===== src/rtl/ser_latch_driver.sv =====
module ser_latch_driver #(
  parameter int STAGES = 12,
  parameter int SYNC   = 2
) (
  input  logic              clk,
  input  logic              rst_n,
  input  logic              shift_clk_i,
  input  logic              ser_i,
  input  logic              strobe_i,
  input  logic              blank_i,
  output logic [STAGES-1:0] drv_n_o,
  output logic              ser_o
);

  logic [SYNC-1:0]   sclk_q, sdat_q, stb_q, blk_q;
  logic              sclk_d;
  logic [STAGES-1:0] chain, hold;
  logic              shift_rise;

  always_ff @(posedge clk) begin
    if (!rst_n) begin
      sclk_q <= '0;
      sdat_q <= '0;
      stb_q  <= '1;
      blk_q  <= '1;
      sclk_d <= 1'b0;
    end else begin
      sclk_q <= {sclk_q[SYNC-2:0], shift_clk_i};
      sdat_q <= {sdat_q[SYNC-2:0], ser_i};
      stb_q  <= {stb_q[SYNC-2:0], strobe_i};
      blk_q  <= {blk_q[SYNC-2:0], blank_i};
      sclk_d <= sclk_q[SYNC-1];
    end
  end

  assign shift_rise = sclk_q[SYNC-1] & ~sclk_d;

  always_ff @(posedge clk) begin
    if (!rst_n) begin
      chain <= '0;
      hold  <= '0;
    end else begin
      if (shift_rise) chain <= {chain[STAGES-2:0], sdat_q[SYNC-1]};
      if (stb_q[SYNC-1]) hold <= chain;
    end
  end

  assign drv_n_o = blk_q[SYNC-1] ? '1 : ~hold;
  assign ser_o   = chain[STAGES-1];


  reset_clear_chk: assert property (@(posedge clk) !rst_n |=> (chain == '0 && hold == '0));

  no_spurious_shift_chk: assert property (@(posedge clk) disable iff (!rst_n)
    !shift_rise |=> $stable(chain));

  ser_out_step_chk: assert property (@(posedge clk) disable iff (!rst_n)
    shift_rise |=> ser_o == $past(chain[STAGES-2]));

  transparent_chk: assert property (@(posedge clk) disable iff (!rst_n)
    stb_q[SYNC-1] |=> hold == $past(chain));

  hold_stable_chk: assert property (@(posedge clk) disable iff (!rst_n)
    !stb_q[SYNC-1] |=> $stable(hold));

  blank_off_chk: assert property (@(posedge clk) disable iff (!rst_n)
    blk_q[SYNC-1] |-> &drv_n_o);

endmodule


===== config.mk =====
export PLATFORM = sky130hd
export DESIGN_NAME = ser_latch_driver
export DESIGN_NICKNAME = d
export VERILOG_FILES = /design/src/rtl/ser_latch_driver.sv
export SDC_FILE = /design/constraint.sdc
export NUM_CORES = 1
export LEC_CHECK = 0
export BUFFER_PORTS_ARGS = -buffer_cell sky130_fd_sc_hd__clkbuf_2
export CORE_AREA = 2 2 57 59
export CTS_CLUSTER_DIAMETER = 60
export DETAILED_ROUTE_END_ITERATION = 6
export DIE_AREA = 0 0 59 61
export PLACE_DENSITY = 0.61
export SLEW_MARGIN = 40
export SYNTH_ARGS = -nofsm -noshare
export SYNTH_HDL_FRONTEND = slang
export SYNTH_SLANG_ARGS = --single-unit

===== constraint.sdc =====
create_clock -name clk -period 2.04 [get_ports clk]
set_clock_uncertainty 0.2 [all_clocks]
set_input_delay 0.102 -clock clk [delete_from_list [all_inputs] [get_ports clk]]
set_output_delay 0.102 -clock clk [all_outputs]
set_load 0.02 [all_outputs]

==> impl_metrics.toml, run 1 <==
[route]
drc = 0
route.vias.total = 776
post_drt_wl_per_cell_um = 11.74
vias_per_cell = 4.619
drtAntennaViolNets = 0
drt-total-wl_um = 1973
drtIter0Drc = 11
drt-pass1-iter-count = 3

[global_routing]
grt_antenna_before_repair = 0
grt_pass1_vias = 798
overflow = 0
grt_max_degree = 35
grt_pass1_wl_um = 3387
grt.total_usage_pct = 13.27

[sta]
rsz0062_at_grt = "no"
finalCriticalPeriod_ps = 1507
slew_viol_final = 0
fin_crit_sh_pct = 73.88
fin_setup_tns_ps = 0
setup_viol = 0
finalHoldViolations = 0
slew_headroom_pct = 63.82
worst_pin_slew_ps = 542.8
max_freq_ghz = 0.6635
whs_ps = 90.75

[cells_and_area]
regArea_um2 = 660.6
drive_above_1_share_pct = 18.52
fin_area_um2 = 1399
multiInputGateArea_um2 = 510.5
antenna_cells = 0
n_fill_cell = 297
area_growth_pct = 15.02
nets = 140

[critical_path]
r2r_slack_ps = 680
max_stage_delay_ps = 540
critPathCaptureType = "primary output"
start_kind = "flop"
rr_endpoint = "hold[0]$_SDFFE_PN0P_"
path_buf_inv = 1
arrival_ps = 1210
crit_type = "reg -> out"
reg2reg_depth = 3
path_delay_family = "flip-flops"
path_max_fanout = 12
crit_chain = "nand2b_1 > clkbuf_2"
required_ps = 1740
timing.rr.start = "stb_q[1]$_SDFF_PN1_"
critPathSlowestCell = "dfxtp_1"

[place]
dpl_cell_area_um2 = 1310
hpwl_um = 1268
gp_congestion = 0.6686
io_buffers = 18

[floorplan]
initial_utilization_pct = 41.19
rows = 20
fp.dieH_um = 61
core_um2 = 2953
die_w_um = 59
dieArea_um2 = 3599
ioPinCount = 19

[yosys]
syn_area_per_cell_um2 = 11.06
ys_types = 11
synth_nets = 116
synthTopCellsByArea = "dfxtp_1 54%, mux2i_1 20%, nand2b_1 7.7%, nor2b_1 6.2%, nand2_1 4.0%"
synth_edf_count = 0
synth_top_cell_area_share_pct = 54.32
ys_seq_area_share_pct = 54.32
ys_warn_count = 0
synthCells = 110
synth-seq-cells = 33
synthMostInstantiatedCell = "dfxtp_1"
synth_common_cells = "33 x dfxtp_1, 24 x mux2i_1, 15 x nand2b_1"
syn_area_um2 = 1216
yosysTopAreaCell = "dfxtp_1"
synthFlopType = "dfxtp_1"
async_reset_ff_share_pct = 0

[hold_path]
whs_endpoint = "blk_q[0]$_SDFF_PN1_"
hold_path_depth = 2
hp-start = "rst_n"
hold_path.class = "in -> reg"

[pwr]
p_leak_nw = 0.5840
ir_drop_mv = 0.5459
powerDensity_nw_per_um2 = 749.2

[cts]
cts.reportedPaths.clkPinSlew_ps = 90
cts_root_buf = "clkbuf_4"
htree_levels = 2
postCtsHoldBufs = 4
cts_buffers = 5
cts_setup_buffers = 0
cts_tree = "yes"
clock-sinks = 33
cts.path.max_buffers = 2
cts_resized = 0
clk_latency_ps = 330

[job]
cap_violations = 0

[outcome]
status = "finished, final reports clean"
==> worst max path at each step <==
stage                              startpoint                    end  slack (ps)  cells after the start
after floorplan           stb_q[1]$_SDFF_PN1_  hold[10]$_SDFFE_PN0P_         960                      3
after CTS                 blk_q[1]$_SDFF_PN1_            drv_n_o[10]         490                      2
after global routing      blk_q[1]$_SDFF_PN1_             drv_n_o[4]         440                      2
final                     blk_q[1]$_SDFF_PN1_            drv_n_o[10]         530                      2
after detailed placement  stb_q[1]$_SDFF_PN1_   hold[4]$_SDFFE_PN0P_         680                      3
after global placement    stb_q[1]$_SDFF_PN1_   hold[0]$_SDFFE_PN0P_         720                      3
==> where the power goes <==
group / switching (mW) / total, mW / internal [mW]
Combinational: 0.0184 / 0.0451 / 0.0268
Sequential: 0.00671 / 0.659 / 0.652
Clock: 0.207 / 0.344 / 0.137
==> worst register-to-register path, delay by kind of cell (launching register included) <==
kind | cells | cell delay [ps]
buffers and inverters | 1 | 250
flip-flops | 1 | 570
multiplexers | 1 | 190
AND/OR/NAND/NOR | 1 | 60
==> layout by cell type (no fill, tap or decap), drive strengths merged <==
master | netlist | layout
nor2b | 13 | 13
or2b | 1 | 1
nand2b | 15 | 15
dlygate4sd3 | 0 | 4
and2 | 5 | 5
dfxtp | 33 | 33
mux2i | 24 | 24
clkbuf | 2 | 26
nand2 | 13 | 13
buf | 4 | 1
==> kinds of logic (layout without fill, tap and decap cells) <==
logic type,Yosys count,count (layout),synth area share [%]
and+or+nand+nor,47,47,22.22
buffers and inverters,6,31,3.703
DFF,33,33,54.32
muxes,24,24,19.75
==> stage by stage <==
step           setup slack, ps  cells  total power, mW  util, %
2_1_floorplan            957.5    110           0.7063        -
3_3_place_gp             721.0    156           0.7126    44.36
3_5_place_dp             675.6    156           0.7137    44.36
4_1_cts                  486.4    168            1.067    47.37
5_1_grt                  444.1    168            1.091    47.37
6_report                 532.8    168            1.048    47.37
==> final cells by class <==
cell class / instances / area share [%]
Multi-Input combinational cell: 71 / 36.49
Timing Repair Buffer: 23 / 9.839
Clock buffer: 8 / 3.488
Tap cell: 33 / 2.952
Sequential cell: 33 / 47.23
==> registers in the layout, summed over array words and instances, names as in the netlist <==
name	count
chain	12
hold	12
blk_q	2
sclk_q	2
sdat_q	2
stb_q	2
sclk_d	1
==> metal layers <==
layer  up-vias  track usage (%)  part of all wire (%)
li1        400                -                     -
met1       354            13.81                    48
met2        15            21.90                    45
met3         7            4.478                   3.4
met4         0            10.71                   3.5
met5         -                0                     0
(Power assumes the default switching activity.)
==> run 2: changes to the inputs <==
==> constraint.sdc (replaced) <==
create_clock -name clk -period 1.6 [get_ports clk]
set_clock_uncertainty 0.2 [all_clocks]
set_input_delay 0.08 -clock clk [delete_from_list [all_inputs] [get_ports clk]]
set_output_delay 0.08 -clock clk [all_outputs]
set_load 0.02 [all_outputs]
==> run 2 against run 1 <==
Worst setup slack lost 380 ps; total power rose by 29%; via count is the same; final cell count is 0.60% lower; first-iteration DRC count decreased by 91%; global-route usage down 0.76 points; non-clock buffer count unchanged; die area did not move; critical endpoint is now drv_n_o[8]; highest routed layer unchanged.
==> impl_metrics.toml, run 2 (same netlist as run 1, synthesis figures left out) <==
[outcome]
status = "finished, final reports clean"

[cts]
htree_levels = 2
cts_resized = 0
clk_latency_ps = 320
clock-sinks = 33
cts.reportedPaths.clkPinSlew_ps = 90
cts_tree = "yes"
cts_root_buf = "clkbuf_4"
cts.path.max_buffers = 2
postCtsHoldBufs = 4
cts_buffers = 5
cts_setup_buffers = 0

[critical_path]
start_kind = "flop"
timing.rr.start = "sclk_q[1]$_SDFF_PN0_"
startpoint = "blk_q[1]$_SDFF_PN1_"
max_stage_delay_ps = 530
cp.depth = 2
critPathCaptureType = "primary output"
rr_endpoint = "chain[8]$_SDFFE_PN0P_"
path_max_fanout = 12
crit_chain = "nand2b_1 > clkbuf_2"
arrival_ps = 1170
critPathSlowestCell = "dfxtp_1"
path_buf_inv = 1
crit_type = "reg -> out"
required_ps = 1320
path_delay_family = "flip-flops"
r2r_slack_ps = 330
crit_end = "drv_n_o[8]"
reg2reg_depth = 2

[sta]
fin_crit_sh_pct = 90.65
fin_ws_ps = 149.6
rsz0062_at_grt = "no"
finalHoldViolations = 0
slew_headroom_pct = 62.81
max_freq_ghz = 0.6895
setup_viol = 0
finalCriticalPeriod_ps = 1450
fin_setup_tns_ps = 0
worst_pin_slew_ps = 557.9
slew_viol_final = 0

[cells_and_area]
largestRegisters = "chain (12), hold (12)"
area_growth_pct = 15.54
drive_above_1_share_pct = 19.40
n_fill_cell = 291
nets = 140
mostFrequentLayoutCell = "dfxtp_1"
final_cell_mix = "33 x dfxtp_1, 24 x mux2i_1, 18 x clkbuf_2"
antenna_cells = 0
fin_area_um2 = 1405

[pwr]
p_leak_nw = 0.5888
powerDensity_nw_per_um2 = 960.7
ir_drop_mv = 0.4536
swShare_pct = 20.55
comb_power_share_pct = 4.5
p_clk_share_pct = 33.6
pwr-share-seq_pct = 62.0
internal-power_mw = 1.073
switchingPower_uw = 277.4
power_mw = 1.350

[global_routing]
grt_max_degree = 35
grt_pass1_wl_um = 3215
overflow = 0
grt_antenna_before_repair = 0
grt_pass1_vias = 727
grt.total_usage_pct = 12.51

[floorplan]
rows = 20
fp.dieH_um = 61
ioPinCount = 19
core_um2 = 2953
dieArea_um2 = 3599
initial_utilization_pct = 41.19
die_w_um = 59

[place]
io_buffers = 18
gp_congestion = 0.6315
hpwl_um = 1216
dpl_cell_area_um2 = 1310
place_ws_ps = 352.1

[route]
drt-pass1-iter-count = 2
drtIter0Drc = 1
post_drt_wl_per_cell_um = 11.13
vias_per_cell = 4.647
drtAntennaViolNets = 0
drc = 0
route.vias.total = 776
drt-total-wl_um = 1858

[job]
cap_violations = 0

[hold_path]
hold_path.class = "in -> reg"
run 2: cell count changes in the layout (fill, tap and decap cells not counted):
| cell | before | now |
|---|---|---|
| clkbuf_1 | 3 | 1 |
| clkbuf_8 | 0 | 1 |
run 2: layout make-up:
type	instances	area [µm²]	area share [%]
Sequential cell	33	660.6	47.02
Tap cell	33	41.29	2.939
Timing Repair Buffer	23	137.6	9.795
Clock buffer	7	55.05	3.918
Multi-Input combinational cell	71	510.5	36.33
run 2: routing by layer:
metal  wire (µm)  GRT usage, %  up-vias
li1            -             -      405
met3          51         4.478        4
met5           0             0        -
met1         884         13.80      356
met4          34         8.766        0
met2         888         20.16       11
run 2: worst min-delay path by stage:
stage               cells past startpoint  slack, ps      from                   to
floorplan                               1        -50     rst_n  stb_q[1]$_SDFF_PN1_
global placement                        2         70  strobe_i  stb_q[0]$_SDFF_PN1_
detailed placement                      2         70  strobe_i  stb_q[0]$_SDFF_PN1_
CTS                                     2         90     rst_n  stb_q[0]$_SDFF_PN1_
global route                            2        160     rst_n  blk_q[0]$_SDFF_PN1_
finish                                  2         90     rst_n  stb_q[0]$_SDFF_PN1_
run 2: power by group through the flow:
stage               registers, mW  clock network, mW  logic [mW]
CTS                         0.837              0.477      0.0608
detailed placement          0.856                  0      0.0533
floorplan                   0.854                  0      0.0468
global route                0.838              0.506      0.0652
finish                      0.836              0.453      0.0601
global placement            0.856                  0      0.0528
run 2: through the flow:
| stage | instances | util (%) | hold WS [ps] |
|---|---|---|---|
| final | 167 | 47.58 | 93.83 |
| after global routing | 167 | 47.58 | 165.0 |
| after CTS | 167 | 47.58 | 90.49 |
| after detailed placement | 156 | 44.36 | 67.09 |
| after global placement | 156 | 44.36 | 65.72 |
| after floorplan | 110 | - | -46.96 |
==> run 3: changes to the inputs <==
--- a/config.mk
+++ b/config.mk
@@ -6,11 +6,14 @@
 export NUM_CORES = 1
 export LEC_CHECK = 0
 export BUFFER_PORTS_ARGS = -buffer_cell sky130_fd_sc_hd__clkbuf_2
+export CELL_PAD_IN_SITES_DETAIL_PLACEMENT = 0
+export CELL_PAD_IN_SITES_GLOBAL_PLACEMENT = 1
 export CORE_AREA = 2 2 57 59
 export CTS_CLUSTER_DIAMETER = 60
 export DETAILED_ROUTE_END_ITERATION = 6
 export DIE_AREA = 0 0 59 61
-export PLACE_DENSITY = 0.61
+export PLACE_DENSITY = 0.74
+export SKIP_CTS_REPAIR_TIMING = 1
 export SLEW_MARGIN = 40
 export SYNTH_ARGS = -nofsm -noshare
 export SYNTH_HDL_FRONTEND = slang
==> run 3 against run 2 <==
Via count is 1.5% lower; wire length is 2.4% lower; maximum frequency grew 7.9%; sequential share of layout area is 0.69 points lower; combinational power is 0.7% higher; final cell count increased by 1.2%; hold slack worse by 32 ps; total power rose by 4.9%; global-route usage decreased by 0.70 points; non-clock buffer count is 1 higher; sequential cell count did not move; worst setup slack gained 110 ps; critical endpoint is now drv_n_o[11]; largest power group unchanged.
==> impl_metrics.toml, run 3 (same netlist as run 1, synthesis figures left out) <==
[global_routing]
overflow = 0
grt.total_usage_pct = 11.81
grt_pass1_vias = 677
grt_max_degree = 35
grt_antenna_before_repair = 0
grt_pass1_wl_um = 2946

[cts]
cts_root_buf = "clkbuf_4"
cts.path.max_buffers = 2
htree_levels = 2
clk_latency_ps = 330
cts_tree = "yes"
clock-sinks = 33
cts.reportedPaths.clkPinSlew_ps = 90
cts_buffers = 5

[cells_and_area]
largestRegisters = "chain (12), hold (12)"
fin_cells = 169
antenna_cells = 0
n_fill_cell = 309
multiInputGateArea_um2 = 510.5
area_growth_pct = 17.49
final_cell_mix = "32 x dfxtp_1, 24 x mux2i_1, 18 x clkbuf_2"
drive_above_1_share_pct = 22.06
fin_area_um2 = 1429
regArea_um2 = 661.9
mostFrequentLayoutCell = "dfxtp_1"
nets = 141

[route]
met3_length_um = 92
drtIter0Drc = 11
drt-total-wl_um = 1814
vias_per_cell = 4.521
route.vias.total = 764
top_layer = "met4"
drc = 0
met2_length_um = 807
drt-pass1-iter-count = 3
wl_met1_um = 855
post_drt_wl_per_cell_um = 10.73
drtAntennaViolNets = 0

[critical_path]
max_stage_delay_ps = 440
required_ps = 1320
path_max_fanout = 12
critPathCaptureType = "primary output"
arrival_ps = 1060
critPathSlowestCell = "dfxtp_2"
path_delay_family = "flip-flops"
start_kind = "flop"
crit_type = "reg -> out"
path_buf_inv = 1
crit_chain = "nand2b_1 > clkbuf_2"

[sta]
rsz0062_at_grt = "no"
finalCriticalPeriod_ps = 1344
slew_viol_final = 0
slew_headroom_pct = 64.71
fin_setup_tns_ps = 0
fin_crit_sh_pct = 84.02
whs_ps = 62.31
worst_pin_slew_ps = 529.4
setup_viol = 0
finalHoldViolations = 0
max_freq_ghz = 0.7438

[floorplan]
rows = 20
core_um2 = 2953
ioPinCount = 19
fp.dieH_um = 61
die_w_um = 59
initial_utilization_pct = 41.19
dieArea_um2 = 3599

[job]
cap_violations = 0

[hold_path]
hold_path.class = "in -> reg"

[place]
io_buffers = 18
hpwl_um = 1182
dpl_cell_area_um2 = 1318
gp_congestion = 0.6387
dp_cells = 157

[pwr]
powerDensity_nw_per_um2 = 991.4
p_leak_nw = 0.6027
ir_drop_mv = 0.5952

[outcome]
status = "finished, final reports clean"
-- run 3: power breakdown --
group,total (mW),internal (mW),switching (mW)
combinational,0.0605,0.0351,0.0253
sequential,0.837,0.831,0.00548
clock,0.519,0.254,0.265
total,1.42,1.12,0.296
-- run 3: cell type report --
type / instances / share of cell area, %
Clock buffer: 7 / 4.553
Tap cell: 33 / 2.890
Timing Repair Buffer: 24 / 10.16
Sequential cell: 33 / 46.32
Clock inverter: 1 / 0.3503
Multi-Input combinational cell: 71 / 35.73
-- run 3: through the flow --
stage	setup slack, ps	total power, mW	util [%]
2_1_floorplan	517.5	0.9005	-
3_3_place_gp	401.8	0.9102	44.62
3_5_place_dp	368.3	0.9104	44.62
4_1_cts	73.01	1.430	46.99
5_1_grt	140.2	1.488	48.39
6_report	255.6	1.417	48.39
-- run 3: routing by layer --
metal	track usage, %	vias to the layer above
met4	9.740	0
met2	18.89	15
li1	-	407
met3	4.478	7
met5	0	-
met1	12.38	335
-- run 3: worst paths after layout --
check,start,end,slack (ps),depth (start not counted)
setup / recovery,blk_q[1]$_SDFF_PN1_,drv_n_o[11],260,2
hold / removal,rst_n,stb_q[0]$_SDFF_PN1_,60,2
setup reg to reg,sclk_q[1]$_SDFF_PN0_,chain[2]$_SDFFE_PN0P_,330,2
hold reg to reg,blk_q[0]$_SDFF_PN1_,blk_q[1]$_SDFF_PN1_,220,1
